===== src/rtl/phyinit_pkg.sv =====
// Shared constants and types for the PHY init completion monitor.
// Assumes the PHY status layout: done at bit 0, five error flags at 5..9.
package phyinit_pkg;
    localparam int TRIG_POS = 0;   // trigger bit in the command vector
    localparam int DONE_POS = 0;   // init-done bit in the status word
    localparam int ERR_LSB  = 5;   // lowest error flag in the status word
    localparam int NUM_ERR  = 5;   // number of error classes

    typedef enum logic [1:0] {
        ST_IDLE   = 2'd0,
        ST_SETTLE = 2'd1,
        ST_POLL   = 2'd2
    } run_state_t;
endpackage


===== src/rtl/phyinit_ustick.sv =====
// Microsecond time base: a prescaler of TICKS_PER_US cycles feeding an
// elapsed-microsecond counter. Assumes clear is held while no run is active.
module phyinit_ustick #(
    parameter int TICKS_PER_US = 125,
    parameter int US_W         = 20
) (
    input  logic            clk,
    input  logic            rst_n,
    input  logic            clear,
    output logic            tick,
    output logic [US_W-1:0] us_cnt
);
    localparam int PC_W = (TICKS_PER_US > 1) ? $clog2(TICKS_PER_US) : 1;

    logic [PC_W-1:0] pc;

    // Tick marks the last clock of each microsecond.
    assign tick = (pc == PC_W'(TICKS_PER_US - 1));

    // Advance prescaler and microsecond count; restart on clear.
    always_ff @(posedge clk) begin
        if (!rst_n || clear) begin
            pc     <= '0;
            us_cnt <= '0;
        end else if (tick) begin
            pc     <= '0;
            us_cnt <= us_cnt + 1'b1;
        end else begin
            pc     <= pc + 1'b1;
        end
    end
endmodule


===== src/rtl/phyinit_status_eval.sv =====
// Decodes the PHY status word into a done flag, the error class vector
// and a combined stop condition. Purely combinational.
module phyinit_status_eval
    import phyinit_pkg::*;
#(
    parameter int STAT_W = 32
) (
    input  logic [STAT_W-1:0]  status,
    output logic               done_hit,
    output logic [NUM_ERR-1:0] err_vec,
    output logic               stop_hit
);
    // Pick out each error flag at its fixed position.
    for (genvar i = 0; i < NUM_ERR; i++) begin : g_err
        assign err_vec[i] = status[ERR_LSB + i];
    end

    // Done flag and stop condition.
    assign done_hit = status[DONE_POS];
    assign stop_hit = done_hit | (|err_vec);
endmodule


===== src/rtl/phyinit_watch.sv =====
// Top of the PHY init completion monitor. Writes the step vector with the
// trigger bit, waits SETTLE_US, then samples status every cycle until done,
// an error flag, or TIMEOUT_US elapse. Assumes 1 <= SETTLE_US < TIMEOUT_US.
module phyinit_watch
    import phyinit_pkg::*;
#(
    parameter int STEP_W       = 32,
    parameter int STAT_W       = 32,
    parameter int TICKS_PER_US = 125,
    parameter int SETTLE_US    = 10,
    parameter int TIMEOUT_US   = 1000000
) (
    input  logic               clk,
    input  logic               rst_n,
    input  logic               start_i,
    input  logic [STEP_W-1:0]  step_i,
    input  logic [STAT_W-1:0]  status_i,
    output logic [STEP_W-1:0]  phy_cmd_o,
    output logic               phy_cmd_we_o,
    output logic               busy_o,
    output logic               done_o,
    output logic [NUM_ERR-1:0] err_o,
    output logic               timeout_o
);
    localparam int US_W = $clog2(TIMEOUT_US + 2);
    localparam logic [STEP_W-1:0] TRIG_MASK = STEP_W'(1) << TRIG_POS;

    run_state_t         state;
    logic               us_tick;
    logic [US_W-1:0]    us_cnt;
    logic               done_hit;
    logic               stop_hit;
    logic [NUM_ERR-1:0] err_vec;
    logic               settle_end;
    logic               overtime;

    phyinit_ustick #(
        .TICKS_PER_US (TICKS_PER_US),
        .US_W         (US_W)
    ) u_tick (
        .clk    (clk),
        .rst_n  (rst_n),
        .clear  (state == ST_IDLE),
        .tick   (us_tick),
        .us_cnt (us_cnt)
    );

    phyinit_status_eval #(
        .STAT_W (STAT_W)
    ) u_eval (
        .status   (status_i),
        .done_hit (done_hit),
        .err_vec  (err_vec),
        .stop_hit (stop_hit)
    );

    // Settling ends when the microsecond count reaches SETTLE_US.
    assign settle_end = us_tick && (us_cnt == US_W'(SETTLE_US - 1));
    // Watchdog condition: elapsed microseconds beyond the limit.
    assign overtime   = (us_cnt > US_W'(TIMEOUT_US));
    assign busy_o     = (state != ST_IDLE);

    // Run sequencer: launch, settle, poll and capture the outcome.
    always_ff @(posedge clk) begin
        if (!rst_n) begin
            state        <= ST_IDLE;
            phy_cmd_o    <= '0;
            phy_cmd_we_o <= 1'b0;
            done_o       <= 1'b0;
            err_o        <= '0;
            timeout_o    <= 1'b0;
        end else begin
            phy_cmd_we_o <= 1'b0;
            done_o       <= 1'b0;
            case (state)
                ST_IDLE: begin
                    if (start_i) begin
                        phy_cmd_o    <= step_i | TRIG_MASK;
                        phy_cmd_we_o <= 1'b1;
                        err_o        <= '0;
                        timeout_o    <= 1'b0;
                        state        <= ST_SETTLE;
                    end
                end
                ST_SETTLE: begin
                    if (settle_end) begin
                        state <= ST_POLL;
                    end
                end
                ST_POLL: begin
                    if (stop_hit) begin
                        done_o <= 1'b1;
                        err_o  <= err_vec;
                        state  <= ST_IDLE;
                    end else if (overtime) begin
                        timeout_o <= 1'b1;
                        state     <= ST_IDLE;
                    end
                end
                default: state <= ST_IDLE;
            endcase
        end
    end
endmodule


===== config.mk =====
export PLATFORM = sky130hd
export DESIGN_NAME = phyinit_watch
export DESIGN_NICKNAME = d
export VERILOG_FILES = /design/src/rtl/phyinit_pkg.sv /design/src/rtl/phyinit_ustick.sv /design/src/rtl/phyinit_status_eval.sv /design/src/rtl/phyinit_watch.sv
export SDC_FILE = /design/constraint.sdc
export NUM_CORES = 1
export LEC_CHECK = 0
export ABC_AREA = 1
export BUFFER_PORTS_ARGS = -buffer_cell sky130_fd_sc_hd__buf_2
export CORE_MARGIN = 4
export CORE_UTILIZATION = 45
export DETAILED_ROUTE_END_ITERATION = 8
export GPL_ROUTABILITY_DRIVEN = 0
export HOLD_SLACK_MARGIN = 0.1
export PLACE_DENSITY = 0.86
export SLEW_MARGIN = 10
export SYNTH_ARGS = -nofsm -noshare
export SYNTH_HDL_FRONTEND = slang
export SYNTH_SLANG_ARGS = --single-unit

===== constraint.sdc =====
create_clock -name clk -period 1.7 [get_ports clk]
set_clock_uncertainty 0.15 [all_clocks]
set_input_delay 0.17 -clock clk [delete_from_list [all_inputs] [get_ports clk]]
set_output_delay 0.17 -clock clk [all_outputs]
set_load 0.01 [all_outputs]

==> impl_metrics.ini <==
[run]
cap_violations = 0

[global_routing]
overflow = 0
globalRouteTotalUtil_pct = 22.5
grt_busiest_layer = met2
grt_pass1_vias = 3318
grt_pass1_wl_microns = 14800
use_met2_pct = 40.6
grt_max_degree = 34
grtUsageMet1_pct = 22.1
grt_antenna_before_repair = 0
met3_usage_pct = 6.08

[worst_setup_path]
path_class = flop to flop
critPathSlowestCell = dfxtp_2
crit_top_cell = nand3_4
cpLargestDelayFamily = simple AND/OR/NAND/NOR gates
reg2reg_from = u_tick.pc[1]$_SDFF_PP0_
cp_num_buf_inv = 1
cp-start-kind = flop
cp-startpoint = u_tick.pc[1]$_SDFF_PP0_
worstRegToRegCells = 9
r2r_slack_ns = 0.05
critPathMaxFanout = 7
cp.depth = 9
crit_path_end_kind = flop
crit_required_ns = 1.80
crit_chain = inv_2, ha_4, nand3_4, nor2_8, nand3_4, nor2_4, nand2_2, xor2_1, nor2_1
cp-endpoint = u_tick.us_cnt[15]$_SDFFE_PP0P_
r2r-end = u_tick.us_cnt[15]$_SDFFE_PP0P_
critical_path.max_stage_delay_ns = 0.34
worstPathArrival_ns = 1.75

[timing]
max_freq_mhz = 606
setup_viol = 0
worst_pin_slew_ns = 0.351
fin_ws_ns = 0.0503
final-hold-violation-count = 0
layout_min_cycle_time_ns = 1.65
drv_slew = 0
finalCritPeriodShare_pct = 97.0
slew_headroom_pct = 76.6
rsz0062_at_grt = yes

[clock_network]
numCtsBuffers = 9
h-tree-depth = 3
clkTransAtPathRegs_ns = 0.07
clock-sinks = 69
ctsLongestPathBuffers = 2
cts_tree = built
clk_latency_ns = 0.36
cts-root-buf = clkbuf_8

[floorplan]
core-area_sq_mm = 0.00649
die_h_microns = 90.6
pin_count = 108
start_util_pct = 47.2
num_rows = 29
die_x_microns = 90.6
die_area_sq_mm = 0.00820

[logic_synthesis]
ys.flop_type = dfxtp_1
ys_async_sr_fraction_pct = 0
syn-num-nets = 506
netlist_area_sq_mm = 0.00307
synth-seq-cells = 69
seq_area_frac_synth_pct = 45.0
synth_warnings = 0
synth_top_area_share_pct = 45.0
ys_top_cells_by_area = dfxtp_1, nand2_1, nor2_1
syn_avg_cell_area_sq_um = 7.07
synth_edf_count = 0
syn_inst = 434
synth_top_cell_by_area = dfxtp_1
ys_types = 31

[placement]
io_buffers = 80
post-place-ws_ns = 0.0110
dp_hpwl_microns = 5270
dpl_cell_area_sq_mm = 0.00357

[power]
ir_worst_vdd_mv = 0.829
leakage_uw = 0.00198
p_per_area_mw_per_mm2 = 814

[final_layout]
stdcell_area_sq_mm = 0.00423
syn2layout_area_growth_pct = 38.0
drive_above_1_share_pct = 24.8
finalNetCount = 636
utilization_pct = 65.2

[outcome]
status = finished clean

[hold_path]
min_path_type = flop to flop
min_from = err_o[2]$_SDFFE_PN0P_

[route]
drtIter0Drc = 226
wire_per_inst_microns = 14.7
vias = 3369
routed_via_density = 5.21
drt-total-wl_microns = 9520
dr.pass1.iters = 5
drcViolationCount = 0
ant_nets = 0
## stage by stage
stage / hold slack [ns] / cells / power [uW] / TNS (ns)
floorplan: 0.123 / 434 / 1880 / 0
global placement: 0.207 / 586 / 2000 / 0
detailed placement: 0.212 / 586 / 2010 / 0
CTS: 0.312 / 642 / 3410 / 0
finish: 0.309 / 647 / 3450 / 0
global route: 0.322 / 646 / 3580 / -0.138
## cells in the mapped netlist (5+ instances only)
cell,count
nand3_1,39
nor2_1,58
inv_1,31
nand2_1,145
ha_1,5
o21ai_0,12
a21oi_1,24
xor2_1,5
dfxtp_1,69
## tightest hold or removal path: cells and delay by family (launching register included)
| kind | cells | cell delay (ns) |
|---|---|---|
| AND/OR/NAND/NOR | 1 | 0.06 |
| flip-flops | 1 | 0.31 |
| AO/OA/AOI/OAI | 1 | 0.05 |
## area by class of cell
class	count	area, sq um
diodes	1	2.50
clock buffers	9	124
clock inverters	7	73.8
fillers	501	2260
inverters	34	128
multi-input cells	318	1520
flip-flops and latches	69	1390
well taps	77	96.3
repair buffers	132	901
## placed cells by master, fill, tap and decap left out, types with 2 or more instances in the layout
cell / instances
nand3_1: 39
or2_2: 2
clkbuf_8: 9
nor2_2: 5
inv_1: 27
nor2_1: 57
a21oi_1: 24
nand2_2: 2
dlygate4sd3_1: 39
o21ai_0: 12
nor3b_1: 3
nand3_4: 2
buf_2: 80
nand2_1: 143
dfxtp_2: 8
ha_1: 4
buf_4: 12
clkinv_4: 2
dfxtp_1: 61
nand3_2: 3
clkinv_2: 2
xor2_1: 5
nand4_1: 3
inv_2: 7
nand3b_1: 4
## state kept, by name (all words and copies together) (netlist names)
register       cells
phy_cmd_we_o       1
u_tick.pc          7
phy_cmd_o         32
done_o             1
u_tick.us_cnt     20
timeout_o          1
state              2
err_o              5
## how the worst min path moves through the flow
stage / end / slack [ns] / cells past startpoint
5_1_grt: timeout_o$_SDFFE_PN0P_ / 0.32 / 2
3_5_place_dp: phy_cmd_o[21]$_SDFFE_PN0P_ / 0.21 / 3
3_3_place_gp: phy_cmd_o[29]$_SDFFE_PN0P_ / 0.21 / 3
4_1_cts: err_o[2]$_SDFFE_PN0P_ / 0.31 / 2
2_1_floorplan: phy_cmd_o[10]$_SDFFE_PN0P_ / 0.12 / 2
6_report: err_o[2]$_SDFFE_PN0P_ / 0.31 / 2
## routing by layer
layer  part of all wire, %  wire, microns
met1                    37           3530
met4                   5.8            549
met3                   5.1            482
met5                     0              0
met2                    52           4970
## timing repair
item | in CTS | in global routing
endpoints found under the hold margin | 40 | 0
setup endpoints to repair | 1 | 23
buffers inserted | 0 | 5
hold buffers | 40 | 0
resized for setup | 0 | 18
pin swaps | 1 | 4
## power by group
group          internal (uW)  switching (uW)  total, uW
Clock                    682             682       1360
Combinational            176             200        376
Sequential              1670            35.6       1710
## cell families after synthesis
group,after synthesis,share of synthesized area (%)
compound gates,38,6.36
fa+ha+maj,5,2.04
flops,69,45.0
buf+inv,47,6.44
simple gates,269,38.4
xor+xnor,6,1.71
No activity file was read; power rests on OpenSTA's default activity.
